===== config.mk =====
export PLATFORM = sky130hd
export DESIGN_NAME = xlat_cache
export DESIGN_NICKNAME = d
export VERILOG_FILES = /design/src/rtl/xlat_pkg.sv /design/src/rtl/xlat_addr_split.sv /design/src/rtl/xlat_victim_pick.sv /design/src/rtl/xlat_entry_table.sv /design/src/rtl/xlat_cache.sv
export SDC_FILE = /design/constraint.sdc
export NUM_CORES = 1
export LEC_CHECK = 0
export ABC_AREA = 0
export BUFFER_PORTS_ARGS = -buffer_cell sky130_fd_sc_hd__buf_2
export CORE_MARGIN = 2
export CORE_UTILIZATION = 55
export CTS_BUF_LIST = sky130_fd_sc_hd__clkbuf_8
export CTS_CLUSTER_SIZE = 10
export DETAILED_ROUTE_END_ITERATION = 6
export PLACE_DENSITY = 0.79
export RECOVER_POWER = 50
export SYNTH_ARGS = -nofsm -noshare
export SYNTH_HDL_FRONTEND = slang
export SYNTH_SLANG_ARGS = --single-unit

===== constraint.sdc =====
create_clock -name clk -period 25.8 [get_ports clk]
set_input_delay 7.74 -clock clk [delete_from_list [all_inputs] [get_ports clk]]
set_output_delay 7.74 -clock clk [all_outputs]
set_load 0.1 [all_outputs]

===== src/rtl/xlat_pkg.sv =====
package xlat_pkg;
  // Mask of n low ones; n is never above 63 in this block.
  function automatic logic [63:0] low_ones(input int unsigned n);
    return (64'd1 << n) - 64'd1;
  endfunction
endpackage


===== src/rtl/xlat_addr_split.sv =====
module xlat_addr_split #(
  parameter int VA_W  = 32,
  parameter int OFF_W = 12,
  localparam int VPN_W = VA_W - OFF_W
) (
  input  logic [VA_W-1:0]  va,
  output logic [VPN_W-1:0] vpn,
  output logic [OFF_W-1:0] off
);
  import xlat_pkg::*;
  localparam logic [VA_W-1:0] OFF_MASK = VA_W'(low_ones(OFF_W));
  logic [VA_W-1:0] shifted;
  logic [VA_W-1:0] masked;
  always_comb begin
    shifted = va >> OFF_W;
    masked  = va & OFF_MASK;
    vpn     = shifted[VPN_W-1:0];
    off     = masked[OFF_W-1:0];
  end
endmodule


===== src/rtl/xlat_victim_pick.sv =====
module xlat_victim_pick #(
  parameter int ENTRIES = 8,
  parameter int IDX_W   = 3
) (
  input  logic               clk,
  input  logic               rst_n,
  input  logic [ENTRIES-1:0] valid_vec,
  input  logic [ENTRIES-1:0] fill_hit_vec,
  input  logic               commit,
  output logic [IDX_W-1:0]   slot
);
  logic [IDX_W-1:0] ptr_q;
  logic [IDX_W-1:0] free_idx;
  logic [IDX_W-1:0] hit_idx;
  logic             free_any;
  logic             hit_any;

  always_comb begin
    free_idx = '0;
    hit_idx  = '0;
    free_any = 1'b0;
    hit_any  = 1'b0;
    for (int i = ENTRIES - 1; i >= 0; i--) begin
      if (!valid_vec[i]) begin
        free_idx = IDX_W'(i);
        free_any = 1'b1;
      end
      if (fill_hit_vec[i]) begin
        hit_idx = IDX_W'(i);
        hit_any = 1'b1;
      end
    end
    if (hit_any)       slot = hit_idx;
    else if (free_any) slot = free_idx;
    else               slot = ptr_q;
  end

  always_ff @(posedge clk) begin
    if (!rst_n) ptr_q <= '0;
    else if (commit && !hit_any && !free_any)
      ptr_q <= (ptr_q == IDX_W'(ENTRIES - 1)) ? '0 : ptr_q + 1'b1;
  end


  ptr_range_chk: assert property (@(posedge clk) disable iff (!rst_n)
    ptr_q <= IDX_W'(ENTRIES - 1));

  victim_free_chk: assert property (@(posedge clk) disable iff (!rst_n)
    (commit && (fill_hit_vec == '0) && (valid_vec != '1)) |-> !valid_vec[slot]);

  victim_match_chk: assert property (@(posedge clk) disable iff (!rst_n)
    (commit && (fill_hit_vec != '0)) |-> fill_hit_vec[slot]);
endmodule


===== src/rtl/xlat_entry_table.sv =====
module xlat_entry_table #(
  parameter int ENTRIES = 8,
  parameter int VPN_W   = 20,
  parameter int ASID_W  = 8,
  parameter int PFN_W   = 20,
  parameter int IDX_W   = 3
) (
  input  logic              clk,
  input  logic              rst_n,
  input  logic [VPN_W-1:0]  look_vpn,
  input  logic [ASID_W-1:0] look_asid,
  output logic              look_hit,
  output logic [PFN_W-1:0]  look_pfn,
  input  logic              fill_en,
  input  logic [VPN_W-1:0]  fill_vpn,
  input  logic [ASID_W-1:0] fill_asid,
  input  logic [PFN_W-1:0]  fill_pfn,
  input  logic              flush_en
);
  logic [ENTRIES-1:0] valid_vec;
  logic [ENTRIES-1:0] look_match;
  logic [ENTRIES-1:0] fill_match;
  logic [PFN_W-1:0]   pfn_arr [ENTRIES];
  logic [IDX_W-1:0]   slot;
  logic               commit;

  assign commit = fill_en && !flush_en;

  xlat_victim_pick #(.ENTRIES(ENTRIES), .IDX_W(IDX_W)) u_pick (
    .clk(clk), .rst_n(rst_n), .valid_vec(valid_vec),
    .fill_hit_vec(fill_match), .commit(commit), .slot(slot)
  );

  for (genvar g = 0; g < ENTRIES; g++) begin : g_ent
    logic              v_q;
    logic [VPN_W-1:0]  vpn_q;
    logic [ASID_W-1:0] asid_q;
    logic [PFN_W-1:0]  pfn_q;
    logic              wr;

    assign wr            = commit && (slot == IDX_W'(g));
    assign valid_vec[g]  = v_q;
    assign pfn_arr[g]    = pfn_q;
    assign look_match[g] = v_q && (vpn_q == look_vpn) && (asid_q == look_asid);
    assign fill_match[g] = v_q && (vpn_q == fill_vpn) && (asid_q == fill_asid);

    always_ff @(posedge clk) begin
      if (!rst_n)        v_q <= 1'b0;
      else if (flush_en) v_q <= 1'b0;
      else if (wr)       v_q <= 1'b1;
    end

    always_ff @(posedge clk) begin
      if (wr) begin
        vpn_q  <= fill_vpn;
        asid_q <= fill_asid;
        pfn_q  <= fill_pfn;
      end
    end
  end

  always_comb begin
    look_pfn = '0;
    for (int i = 0; i < ENTRIES; i++)
      if (look_match[i]) look_pfn = look_pfn | pfn_arr[i];
  end
  assign look_hit = |look_match;


  hit_onehot_chk: assert property (@(posedge clk) disable iff (!rst_n)
    $onehot0(look_match));

  flush_clears_chk: assert property (@(posedge clk) disable iff (!rst_n)
    flush_en |=> (valid_vec == '0));

  fill_lands_chk: assert property (@(posedge clk) disable iff (!rst_n)
    commit |=> valid_vec[$past(slot)]);
endmodule


===== src/rtl/xlat_cache.sv =====
module xlat_cache #(
  parameter int VA_W       = 32,
  parameter int PA_W       = 32,
  parameter int PAGE_BYTES = 4096,
  parameter int ENTRIES    = 8,
  parameter int ASID_W     = 8,
  localparam int OFF_W = $clog2(PAGE_BYTES),
  localparam int VPN_W = VA_W - OFF_W,
  localparam int PFN_W = PA_W - OFF_W,
  localparam int IDX_W = (ENTRIES > 1) ? $clog2(ENTRIES) : 1
) (
  input  logic              clk,
  input  logic              rst_n,
  input  logic              req_valid,
  output logic              req_ready,
  input  logic [VA_W-1:0]   req_va,
  input  logic [ASID_W-1:0] req_asid,
  output logic              rsp_valid,
  input  logic              rsp_ready,
  output logic              rsp_hit,
  output logic [PA_W-1:0]   rsp_pa,
  input  logic              fill_en,
  input  logic [VPN_W-1:0]  fill_vpn,
  input  logic [ASID_W-1:0] fill_asid,
  input  logic [PFN_W-1:0]  fill_pfn,
  input  logic              flush_en
);
  logic              stg_valid;
  logic [VA_W-1:0]   stg_va;
  logic [ASID_W-1:0] stg_asid;
  logic [VPN_W-1:0]  look_vpn;
  logic [OFF_W-1:0]  look_off;
  logic              look_hit;
  logic [PFN_W-1:0]  look_pfn;

  assign req_ready = !stg_valid || rsp_ready;

  always_ff @(posedge clk) begin
    if (!rst_n) begin
      stg_valid <= 1'b0;
      stg_va    <= '0;
      stg_asid  <= '0;
    end else if (req_ready) begin
      stg_valid <= req_valid;
      if (req_valid) begin
        stg_va   <= req_va;
        stg_asid <= req_asid;
      end
    end
  end

  xlat_addr_split #(.VA_W(VA_W), .OFF_W(OFF_W)) u_split (
    .va(stg_va), .vpn(look_vpn), .off(look_off)
  );

  xlat_entry_table #(
    .ENTRIES(ENTRIES), .VPN_W(VPN_W), .ASID_W(ASID_W),
    .PFN_W(PFN_W), .IDX_W(IDX_W)
  ) u_table (
    .clk(clk), .rst_n(rst_n),
    .look_vpn(look_vpn), .look_asid(stg_asid),
    .look_hit(look_hit), .look_pfn(look_pfn),
    .fill_en(fill_en), .fill_vpn(fill_vpn), .fill_asid(fill_asid),
    .fill_pfn(fill_pfn), .flush_en(flush_en)
  );

  assign rsp_valid = stg_valid;
  assign rsp_hit   = stg_valid && look_hit;
  assign rsp_pa    = rsp_hit ? {look_pfn, look_off} : '0;


  accept_chk: assert property (@(posedge clk) disable iff (!rst_n)
    (req_valid && req_ready) |=> rsp_valid);

  stall_hold_chk: assert property (@(posedge clk) disable iff (!rst_n)
    (rsp_valid && !rsp_ready) |=> (rsp_valid && $stable(stg_va) && $stable(stg_asid)));

  miss_zero_chk: assert property (@(posedge clk) disable iff (!rst_n)
    !rsp_hit |-> (rsp_pa == '0));
endmodule


==> impl_results.md <==
* Crit path DAT at 8.40 ns
* CP endpoint kind: output port
* Failing checks: max-capacitance violations, max-slew violations
* Power per cell area at 64.02 nW/um^2
* DP Worst Slack at 9.665 ns
* Setup TNS at 0 ns
* Yosys Warn Count at 0
* Clock Latency Late Sink at 0.63 ns
* Setup ws final at 9.658 ns
* Non-filler cells in the finished layout at 2,230
* Synthesized flop and latch total at 436
* Clock skew at 0.04288 ns
* Tmin final at 16.14 ns
* Top cells by count, synth: 384 x edfxtp_1, 247 x xnor2_1, 196 x xor2_1
* Crit path buf inv count at 2
* Layout area overhead at 11.65%
* Final WL at 61.68 mm
* Routed WL per cell at 27.66 microns
* Routability-driven placement congestion ratio at 1.007
* IO Count at 129
* Final Cycle Share at 62.57%
* Row count at 70
* CTS tree: yes
* Leakage at 7.574 nW
* R2r setup slk at 21.69 ns
* Initial Util at 55.89%
* Slew HR at -42.14%
* Antenna fix cells at 0
* H-tree depth at 3
* Status: finished with violations
* Critical Path Fanout Max at 4
* DRC at 0
* Critical Path Start Type: input port
* CTS clock-pin slew for the worst setup and hold paths at 0.06 ns
* Overall power at 1.463 mW
* Layout cells sized above 1 at 12.88%
* Largest delay contributor family on the critical path: buffers and inverters
* Cells after DPL at 2,097
* Die Footprint at 38,760 sq um
* Final Hold Viols at 0
* Largest net degree at the start of global routing at 49
* Endpoints failing setup at 0
* Most used cell, CP: buf_2
* Clock Path Buffers at 3
* Avg Synthesized Cell Area at 13.03 sq um
* Tot GR Track Use at 32.34%
* First-pass GRT wire length at 90.47 mm
* Syn_nets at 1,666
* Post-synth EDFFs at 384
* Final net count at 1,799
* Area leader, netlist: edfxtp_1
* Sequential fraction of the synthesis area at 61.44%
* Mapped Cells at 1,570
* Filler cells at 2,816
* Number of distinct library cells after synthesis at 50
* Routed via count at 14,110
* Setup Fix Bufs, Post-CTS at 0
* FFs w/ async S/R, synth at 0%
* TritonCTS Buffers at 72
* Core ar. at 36,610 sq um
* Kind of critical path: in2out
* Die Span Y at 196.9 microns
* Drt first pass iters at 7
* Max Fclk at 0.06195 GHz
* CP cell instances: buf_2 -> nand2b_1 -> buf_2
* Sink Count at 436
* Flip-flop and latch area at 12,570 sq um
* Initial DRC count at 1,438
* Port Buffer Count at 128
* CP peak stage delay at 0.44 ns
* Initial antenna violation count at 0
* CTS root buffer: clkbuf_8
* Multi-input logic area at 7521 sq um
* Worst VDD drop at 0.07128 mV
* Grt ovf at 0
* RSZ-0062 raised after global routing: false
* Slowest-stage cell, CP: buf_2
* Vias in the first global route at 14,250
* Synth top area share at 56.35%
* Final Max Tran Viols at 251
* Most common flop cell mapped by yosys: edfxtp_1
* CP Data Required Time at 18.06 ns
* Worst slew pin tran at 2.132 ns
* # hold bufs at CTS at 0
* Post-Syn Area at 20,460 sq um
* Min Hold Slack at 0.4756 ns
* Final ANT Viol Nets at 0
* Post_cts resized at 0
* Hold WC Path Type: reg2reg
* Most frequent cell after synthesis: edfxtp_1
* Final HPWL from detailed placement at 37.84 mm
* Synth area leaders: edfxtp_1 56%, xnor2_1 11%, xor2_1 8.4%
* Via/cell ratio at 6.327
* Die width at 196.9 microns
* Max-Cap Viols at 14
## cell families after synthesis
logic type | Yosys count | synth area share, %
buf+inv | 112 | 2.269
compound gates | 159 | 6.323
fa+ha+maj | 2 | 0.1223
xor+xnor | 443 | 18.96
simple gates | 416 | 10.79
flops | 436 | 61.44
mux | 2 | 0.09784
## where the power goes
| group | switching [mW] | internal [mW] | leakage (nW) | total (mW) |
|---|---|---|---|---|
| Sequential | 0.0222 | 0.776 | 3.90 | 0.798 |
| Combinational | 0.0606 | 0.0334 | 2.87 | 0.0940 |
| Clock | 0.283 | 0.287 | 0.808 | 0.570 |
## state kept, by name, summed over array words and instances (netlist names)
| signal | cells |
|---|---|
| u_table.g_ent.pfn_q | 160 |
| u_table.g_ent.vpn_q | 160 |
| u_table.g_ent.asid_q | 64 |
| stg_va | 32 |
| stg_asid | 8 |
| u_table.g_ent.v_q | 8 |
| u_table.u_pick.ptr_q | 3 |
| rsp_valid | 1 |
## metal layers
| metal | global-route usage (%) | vias up | wire length [microns] |
|---|---|---|---|
| li1 | - | 6091 | - |
| met1 | 40.74 | 6935 | 23550 |
| met2 | 52.17 | 873 | 28800 |
| met3 | 7.255 | 210 | 5790 |
| met4 | 17.85 | 0 | 3531 |
| met5 | 0 | - | 0 |
## worst paths after layout
kind,cells after the start,startpoint,end
max,3,rsp_ready,req_ready
min,2,stg_va[5]$_SDFFE_PN0P_,stg_va[5]$_SDFFE_PN0P_
max reg2reg,9,u_table.g_ent[6].vpn_q[6]$_DFFE_PP_,u_table.g_ent[6].pfn_q[18]$_DFFE_PP_
min reg2reg,2,stg_va[5]$_SDFFE_PN0P_,stg_va[5]$_SDFFE_PN0P_
## through the flow
stage,util (%),cell area (sq um)
after floorplan,-,20460
final,62.40,22850
after global routing,62.40,22850
after global placement,58.90,21560
after CTS,62.58,22910
after detailed placement,58.90,21560
## cell usage in the layout, fill, tap and decap left out, drive strengths merged, types with 18 or more instances in the layout
master,instances
nor2,18
nand4,105
nor4,74
dfxtp,52
a22oi,19
a31oi,21
nor3,21
buf,100
a21boi,42
edfxtp,384
xor2,196
a22o,20
clkinv,20
clkbuf,126
a221oi,21
nand3,28
inv,56
nand2,127
xnor2,247
## area by class of cell
type / instances / share of cell area (%)
Multi-Input combinational cell: 1022 / 32.92
Sequential cell: 436 / 55.03
Tap cell: 468 / 2.563
Clock inverter: 57 / 1.320
Clock buffer: 76 / 4.579
Timing Repair Buffer: 150 / 3.242
Inverter: 21 / 0.3450
## worst min-delay path, cell delays in order (launching register included)
cell	delay (ns)
dfxtp_1	0.31
nand2_1	0.05
a21boi_0	0.06
Note: power is estimated with default switching activity, not from simulation.
